`src/rtl/rstctl_pkg.sv`:
```
package rstctl_pkg;
    localparam int unsigned LINES_PER_BANK = 32;
    localparam int unsigned BANK_BYTES     = 24;
    localparam int unsigned OFF_ASSERT     = 0;
    localparam int unsigned OFF_RELEASE    = 4;
    localparam int unsigned OFF_STATUS     = 8;

    typedef logic [LINES_PER_BANK-1:0] line_word_t;
endpackage

```
`src/rtl/rstctl_decode.sv`:
```
module rstctl_decode
    import rstctl_pkg::*;
#(
    parameter int unsigned NUM_BANKS = 2,
    parameter int unsigned ADDR_W    = 8
) (
    input  logic [ADDR_W-1:0]    addr,
    input  logic                 wr_en,
    input  logic                 rd_en,
    output logic [NUM_BANKS-1:0] assert_hit,
    output logic [NUM_BANKS-1:0] release_hit,
    output logic [NUM_BANKS-1:0] status_hit
);
    logic [31:0] addr_w;
    logic [31:0] off_w;

    always_comb begin
        addr_w      = 32'(addr);
        off_w       = '0;
        assert_hit  = '0;
        release_hit = '0;
        status_hit  = '0;
        for (int b = 0; b < NUM_BANKS; b++) begin
            if (addr_w >= 32'(b * BANK_BYTES) && addr_w < 32'((b + 1) * BANK_BYTES)) begin
                off_w          = addr_w - 32'(b * BANK_BYTES);
                assert_hit[b]  = wr_en && (off_w == 32'(OFF_ASSERT));
                release_hit[b] = wr_en && (off_w == 32'(OFF_RELEASE));
                status_hit[b]  = rd_en && (off_w == 32'(OFF_STATUS));
            end
        end
    end
endmodule

```
`src/rtl/rstctl_bank.sv`:
```
module rstctl_bank
    import rstctl_pkg::*;
#(
    parameter int unsigned SETTLE_CYCLES = 2800
) (
    input  logic       clk,
    input  logic       rst_n,
    input  logic       assert_wr,
    input  logic       release_wr,
    input  line_word_t mask,
    output line_word_t lines,
    output logic       settled
);
    localparam int unsigned CNT_W = $clog2(SETTLE_CYCLES) + 1;
    localparam logic [CNT_W-1:0] RELOAD = CNT_W'(SETTLE_CYCLES - 1);

    typedef struct packed {
        line_word_t       lines;
        logic [CNT_W-1:0] cnt;
        logic             settled;
    } bank_state_t;

    bank_state_t st_d, st_q;

    always_comb begin
        st_d = st_q;
        if (assert_wr)  st_d.lines = st_q.lines | mask;
        if (release_wr) st_d.lines = st_q.lines & ~mask;
        if (release_wr) begin
            st_d.cnt     = RELOAD;
            st_d.settled = 1'b0;
        end else if (!st_q.settled) begin
            if (st_q.cnt == '0) st_d.settled = 1'b1;
            else                st_d.cnt     = st_q.cnt - 1'b1;
        end
    end

    always_ff @(posedge clk or negedge rst_n) begin
        if (!rst_n) begin
            st_q.lines   <= '1;
            st_q.cnt     <= '0;
            st_q.settled <= 1'b1;
        end else begin
            st_q <= st_d;
        end
    end

    assign lines   = st_q.lines;
    assign settled = st_q.settled;

    // a line can rise only on an assert write
    a_r3_rise_needs_assert: assert property (@(posedge clk) disable iff (!rst_n)
        !assert_wr |=> ((lines & ~$past(lines)) == '0));
    // a line can fall only on a release write
    a_r4_fall_needs_release: assert property (@(posedge clk) disable iff (!rst_n)
        !release_wr |=> ((~lines & $past(lines)) == '0));
    // no write to this bank, no change
    a_r7_idle_hold: assert property (@(posedge clk) disable iff (!rst_n)
        (!assert_wr && !release_wr) |=> $stable(lines));
    // release write drops settled
    a_r9_release_drops: assert property (@(posedge clk) disable iff (!rst_n)
        release_wr |=> !settled);
    // settled returns only after the counter emptied
    a_r9_rise_after_empty: assert property (@(posedge clk) disable iff (!rst_n)
        $rose(settled) |-> $past(st_q.cnt == '0));
endmodule

```
`src/rtl/banked_reset_ctrl.sv`:
```
module banked_reset_ctrl
    import rstctl_pkg::*;
#(
    parameter int unsigned NUM_BANKS    = 2,
    parameter int unsigned ADDR_W       = 8,
    parameter int unsigned CLK_FREQ_MHZ = 200,
    parameter int unsigned SETTLE_NS    = 14000
) (
    input  logic                                clk,
    input  logic                                rst_n,
    input  logic [ADDR_W-1:0]                   bus_addr,
    input  logic                                bus_wr,
    input  logic [31:0]                         bus_wdata,
    input  logic                                bus_rd,
    output logic [31:0]                         bus_rdata,
    output logic [NUM_BANKS*LINES_PER_BANK-1:0] rst_lines,
    output logic [NUM_BANKS-1:0]                bank_settled
);
    localparam int unsigned SETTLE_RAW    = (SETTLE_NS * CLK_FREQ_MHZ + 999) / 1000;
    localparam int unsigned SETTLE_CYCLES = (SETTLE_RAW < 1) ? 1 : SETTLE_RAW;

    typedef struct packed {
        logic [31:0] rdata;
    } rd_state_t;

    logic [NUM_BANKS-1:0] assert_hit, release_hit, status_hit;
    line_word_t [NUM_BANKS-1:0] bank_lines;
    rd_state_t rd_d, rd_q;

    rstctl_decode #(.NUM_BANKS(NUM_BANKS), .ADDR_W(ADDR_W)) u_decode (
        .addr        (bus_addr),
        .wr_en       (bus_wr),
        .rd_en       (bus_rd),
        .assert_hit  (assert_hit),
        .release_hit (release_hit),
        .status_hit  (status_hit)
    );

    for (genvar b = 0; b < NUM_BANKS; b++) begin : g_bank
        rstctl_bank #(.SETTLE_CYCLES(SETTLE_CYCLES)) u_bank (
            .clk        (clk),
            .rst_n      (rst_n),
            .assert_wr  (assert_hit[b]),
            .release_wr (release_hit[b]),
            .mask       (bus_wdata),
            .lines      (bank_lines[b]),
            .settled    (bank_settled[b])
        );
    end

    always_comb begin
        rd_d.rdata = '0;
        for (int b = 0; b < NUM_BANKS; b++) begin
            if (status_hit[b]) rd_d.rdata = bank_lines[b];
        end
    end

    always_ff @(posedge clk or negedge rst_n) begin
        if (!rst_n) rd_q <= '0;
        else        rd_q <= rd_d;
    end

    assign bus_rdata = rd_q.rdata;
    assign rst_lines = bank_lines;

    // at most one bank decodes an access
    a_r2_single_bank: assert property (@(posedge clk) disable iff (!rst_n)
        $onehot0(assert_hit | release_hit | status_hit));
    // no read, zero data next cycle
    a_r5_idle_zero: assert property (@(posedge clk) disable iff (!rst_n)
        !bus_rd |=> (bus_rdata == '0));
    // reads that hit no status word return zero
    a_r6_nonstatus_zero: assert property (@(posedge clk) disable iff (!rst_n)
        (bus_rd && (status_hit == '0)) |=> (bus_rdata == '0));
endmodule

```
`config.mk`:
```
export PLATFORM = sky130hd
export DESIGN_NAME = banked_reset_ctrl
export DESIGN_NICKNAME = d
export VERILOG_FILES = /design/src/rtl/rstctl_pkg.sv /design/src/rtl/rstctl_decode.sv /design/src/rtl/rstctl_bank.sv /design/src/rtl/banked_reset_ctrl.sv
export SDC_FILE = /design/constraint.sdc
export NUM_CORES = 1
export LEC_CHECK = 0
export CAP_MARGIN = 0
export CORE_ASPECT_RATIO = 0.9
export CORE_MARGIN = 2
export CORE_UTILIZATION = 55
export DETAILED_ROUTE_END_ITERATION = 12
export DONT_BUFFER_PORTS = 1
export GPL_ROUTABILITY_DRIVEN = 0
export PLACE_DENSITY = 0.7
export SLEW_MARGIN = 20
export SYNTH_ARGS = -nofsm -noshare
export SYNTH_HDL_FRONTEND = slang
export SYNTH_SLANG_ARGS = --single-unit
export TNS_END_PERCENT = 30
```
`constraint.sdc`:
```
create_clock -name clk -period 3.4 [get_ports clk]
set_input_delay 0.68 -clock clk [delete_from_list [all_inputs] [get_ports clk]]
set_output_delay 0.68 -clock clk [all_outputs]
set_load 0.01 [all_outputs]
```
# After elaboration in Yosys (flattened, before gate mapping)
# Cells that the tools add are included.
# word_totals
mem_count	0
inputBits	44
ff_bits	124
word_cells	61
ramBits	0
romBits	0
latch_bits	0
output_inout_bits	98
# classes
mul	0
n_addsub	3
n_eq_ne	8
bitwise_logic	5
shifts	0
muxes	20
div_mod_pow	0
n_reduce_logical	15
order_cmp	3
# op_table
operator	count
$mux W32	6
$and A32 B32 Y32	2
$logic_not A32 Y1	2
$or A32 B32 Y32	2
$mux W14	4
$eq A32 B3 Y1 const B	1
$eq A32 B4 Y1 const B	1
$not A32 Y32	1
$logic_not A13 Y1	2
$mux W13	2
$sub A13 B1 Y13 const B	2
$sub A8 B5 Y9 const B	1
$eq A8 B3 Y1 const B	1
$eq A8 B4 Y1 const B	1
$ge A8 B5 Y1 const B	1
$lt A8 B5 Y1 const B	1
$lt A8 B6 Y1 const B	1
$mux W1	8
$ne A2 B1 Y1 const B	4
$logic_and A1 B1 Y1	7
$reduce_and A2 Y1	2
$reduce_bool A2 Y1	2

# Longest topological paths before layout
# logic_depth
depth_word	6
mapped_depth	7
mapped_depth_nobuf	6

# Modules after synthesis
# A second synthesis with hierarchy kept.
# unflattened
hier_cells	510
hier_area_um2	5627.9
# modules_own_cells
module	cells_per_inst	instances	area_per_inst_um2	seq_area_each_um2
rstctl_bank	208	2	2172.1	1192.4
banked_reset_ctrl	74	1	1158.6	800.8
rstctl_decode	20	1	125.1	0.0

# Least setup slack after synthesis
# OpenSTA, ideal clock, no wires.
# synth_path
path_type	input port to flip-flop
start	in bus_addr[3]
end	reg (tool-made name)
arrival_ps	2217
path_buffers	1
setup_slack_ps	1108
t_required_ps	3325
stages	6
setup_time_ps	75
cell_sequence	ha_1 > or4b_1 > a211oi_2 > buf_4 > nand2_1 > mux2i_1
# synth_rtl
item	line_no	text
start, declared	banked_reset_ctrl.sv:11	input logic [ADDR_W-1:0] bus_addr,

==> flow_summary.yaml <==
worst_setup_path:
  crit_chain: "ha_1, or4b_1, a211oi_4, buf_4, nand2_1, mux2i_1"
  endpoint_kind: "register"
  crit_type: "input port to register"
  slowest_delay_ns: 0.58
  rr_endpoint: "g_bank[0].u_bank.st_q[4]"
  critPathSlowestCell: "or4b_1"
  r2r_cells: 6
  crit_path_start_kind: "input port"
  startpoint: "bus_addr[3]"
  r2r_start: "g_bank[0].u_bank.st_q[1]"
  cp_data_arrival_time_ns: 2.55
  worstPathMaxFanout: 32
  r2r_setup_slack_ns: 1.19
  crit_required_ns: 3.72
  cp.depth: 6
  critical_path_buf_inv_count: 1
  critical_path.top_delay_family: "simple AND/OR/NAND/NOR gates"
drt:
  drt_first_pass_iters: 4
  viasPerCell: 5.664
  drc: 0
  wl_per_cell_um: 18.47
  drt-total-wl_um: 12600
  wl_met3_um: 1068
  vias: 3863
  m1WireLength_um: 5325
  routed.top_layer: "met4"
  ant_nets: 0
  wl_met2_um: 6037
  drt_iter0_drc: 266
clock_tree:
  htree_num_levels: 4
  clk_pin_slew_worst_paths_ns: 0.05
  cts_made_buffers: 17
  cts.sinks: 124
  postCtsSetupBuffers: 0
  cts_buffer_depth: 2
  clock_latency_ns: 0.41
  cts_tree: "built"
  ctsRootBufferMaster: "clkbuf_16"
synthesis:
  syn-num-nets: 629
  synthSimpleGateAreaFrac: 0.1309
  synth_cell_types: 48
  synth_cells: 580
  syn-cell-area_um2: 6155
  avgSynthCellArea_um2: 10.61
  synth_top_area_frac: 0.2818
  synth_xor_area_frac: 0.008538
  synth_common_cells: "nand2_1 (75), inv_1 (71), buf_4 (69)"
  synth_top_family_by_area: "buffers and inverters"
  synthTopCellsByArea: "dfstp_2 (28%), dfrtp_1 (24%), mux2i_1 (11%), buf_4 (8.4%), nand2_1 (4.6%)"
  ys.flop_type: "dfstp_2"
  yosysSeqAreaShare: 0.5176
  synth-adder-area-share: 0.01016
  synth_edf_count: 0
  synthMuxAreaShare: 0.1090
  synth_compound_area_frac: 0.08416
  synth_async_sr_flop_share: 1.000
  synth_top_area_cell: "dfstp_2"
  yosysWarningCount: 0
  synth-seq-cells: 124
  yosysMostFrequentCell: "nand2_1"
power:
  p_leak_nw: 3.367
  ir_worst_vdd_v: 0.0003206
  powerDensity_nw_per_um2: 573.1
floorplan:
  top_level_ports: 142
  die_x_um: 115.5
  fp-row-count: 36
  start_util: 0.5670
  core_area_um2: 10860
  dieArea_um2: 12050
  fp.dieH_um: 104.4
grt:
  grt_pass1_vias: 4001
  grt_pass1_wl_um: 20360
  grt_max_degree: 68
  antenna_found_initial: 0
  grt_use_total: 0.2180
  gr-total-overflow: 0
timing:
  hold_violations: 0
  period_needed_ns: 2.231
  clock.fmax_ghz: 0.4483
  skew_ns: 0.01247
  rsz0062_at_grt: "no"
  setup_viol: 0
  layout_worst_path_cycle_share: 0.6561
  tns_ns: 0
  holdWs_ns: 0.1352
  relSlewSlack: 0.3374
  tightest_slew_ns: 0.9800
  slew_viol_final: 0
placed_design:
  dp_hpwl_um: 7786
  port_buffers: 0
  post_dp_cell_area_um2: 5826
cells_and_area:
  seq_area_um2: 3186
  multi_input_area_um2: 2141
  drive_gt1_frac: 0.2113
  diodes: 0
  final_nets: 566
  area_delta_synth_final_pct: 4.879
  fillers: 881
  design_area_um2: 6455
run:
  drv_cap: 0
worst_hold_path:
  worstHoldPathType: "input port to asynchronous set/reset pin"
status:
  outcome: "finished clean"
[cell type report]
cell class,count,area share
Multi-Input combinational cell,298,0.3317
Sequential cell,124,0.4935
Tap cell,152,0.02946
Timing Repair Buffer,5,0.01085
Clock inverter,11,0.02190
Inverter,71,0.04129
Clock buffer,21,0.07133
[what timing repair did]
item / CTS / global route
hold buffers: 1 / 0
hold endpoints to repair: 58 / 0
resized for setup: 0 / 0
[kinds of logic after synthesis]
kind of cell,after synthesis
AND/OR/NAND/NOR,154
flip-flops,124
buffers and inverters,158
AO/OA/AOI/OAI,66
adder cells (fa/ha/maj),5
XOR/XNOR,6
multiplexers,67
[worst min-delay path by stage]
stage,end,from
2_1_floorplan,bus_rdata[0],rst_n
5_1_grt,asynchronous set/reset pin,rst_n
3_5_place_dp,g_bank[1].u_bank.st_q[11],rst_n
6_report,asynchronous set/reset pin,rst_n
4_1_cts,asynchronous set/reset pin,rst_n
3_3_place_gp,g_bank[1].u_bank.st_q[12],rst_n
[stage by stage]
step | worst slack, ns | cells | total power, W | util
global placement | 0.8722 | 649 | 0.001864 | 0.5367
finish | 1.169 | 682 | 0.003700 | 0.5946
global route | 1.063 | 682 | 0.003865 | 0.5946
detailed placement | 0.7750 | 649 | 0.001881 | 0.5367
CTS | 1.195 | 682 | 0.003742 | 0.5946
floorplan | 1.108 | 580 | 0.001870 | -
[power breakdown]
| part | internal (W) | switching, W |
|---|---|---|
| clock network | 0.00119 | 0.000631 |
| logic | 0.0000947 | 0.000105 |
| registers | 0.00158 | 0.000105 |
| total | 0.00286 | 0.000840 |
[metal layers]
layer,global-route usage,vias to the layer above
met4,0.06713,0
met1,0.2823,1936
met2,0.3317,152
met5,0,-
met3,0.09266,14
li1,-,1761
[worst reg2reg max path, stage by stage (launching register included)]
cell	delay [ns]
dfrtp_1	0.42
inv_1	0.10
ha_1	0.21
or4b_1	0.56
nor4_2	0.42
nor3_1	0.10
a211o_1	0.28
[cell usage in the layout, fill, tap and decap left out, drive strengths merged, types with 6 or more instances in the layout]
| cell type | netlist | final |
|---|---|---|
| a21oi | 7 | 7 |
| a22o | 32 | 32 |
| clkbuf | 12 | 21 |
| dfrtp | 58 | 58 |
| dfstp | 66 | 66 |
| inv | 71 | 72 |
| mux2i | 67 | 67 |
| nand2 | 75 | 75 |
| nand3 | 6 | 6 |
| nor2 | 14 | 14 |
| nor3 | 8 | 8 |
| nor4 | 13 | 13 |
| o21ai | 7 | 7 |
| or3 | 8 | 8 |
Note: power is estimated with default switching activity, not from simulation.
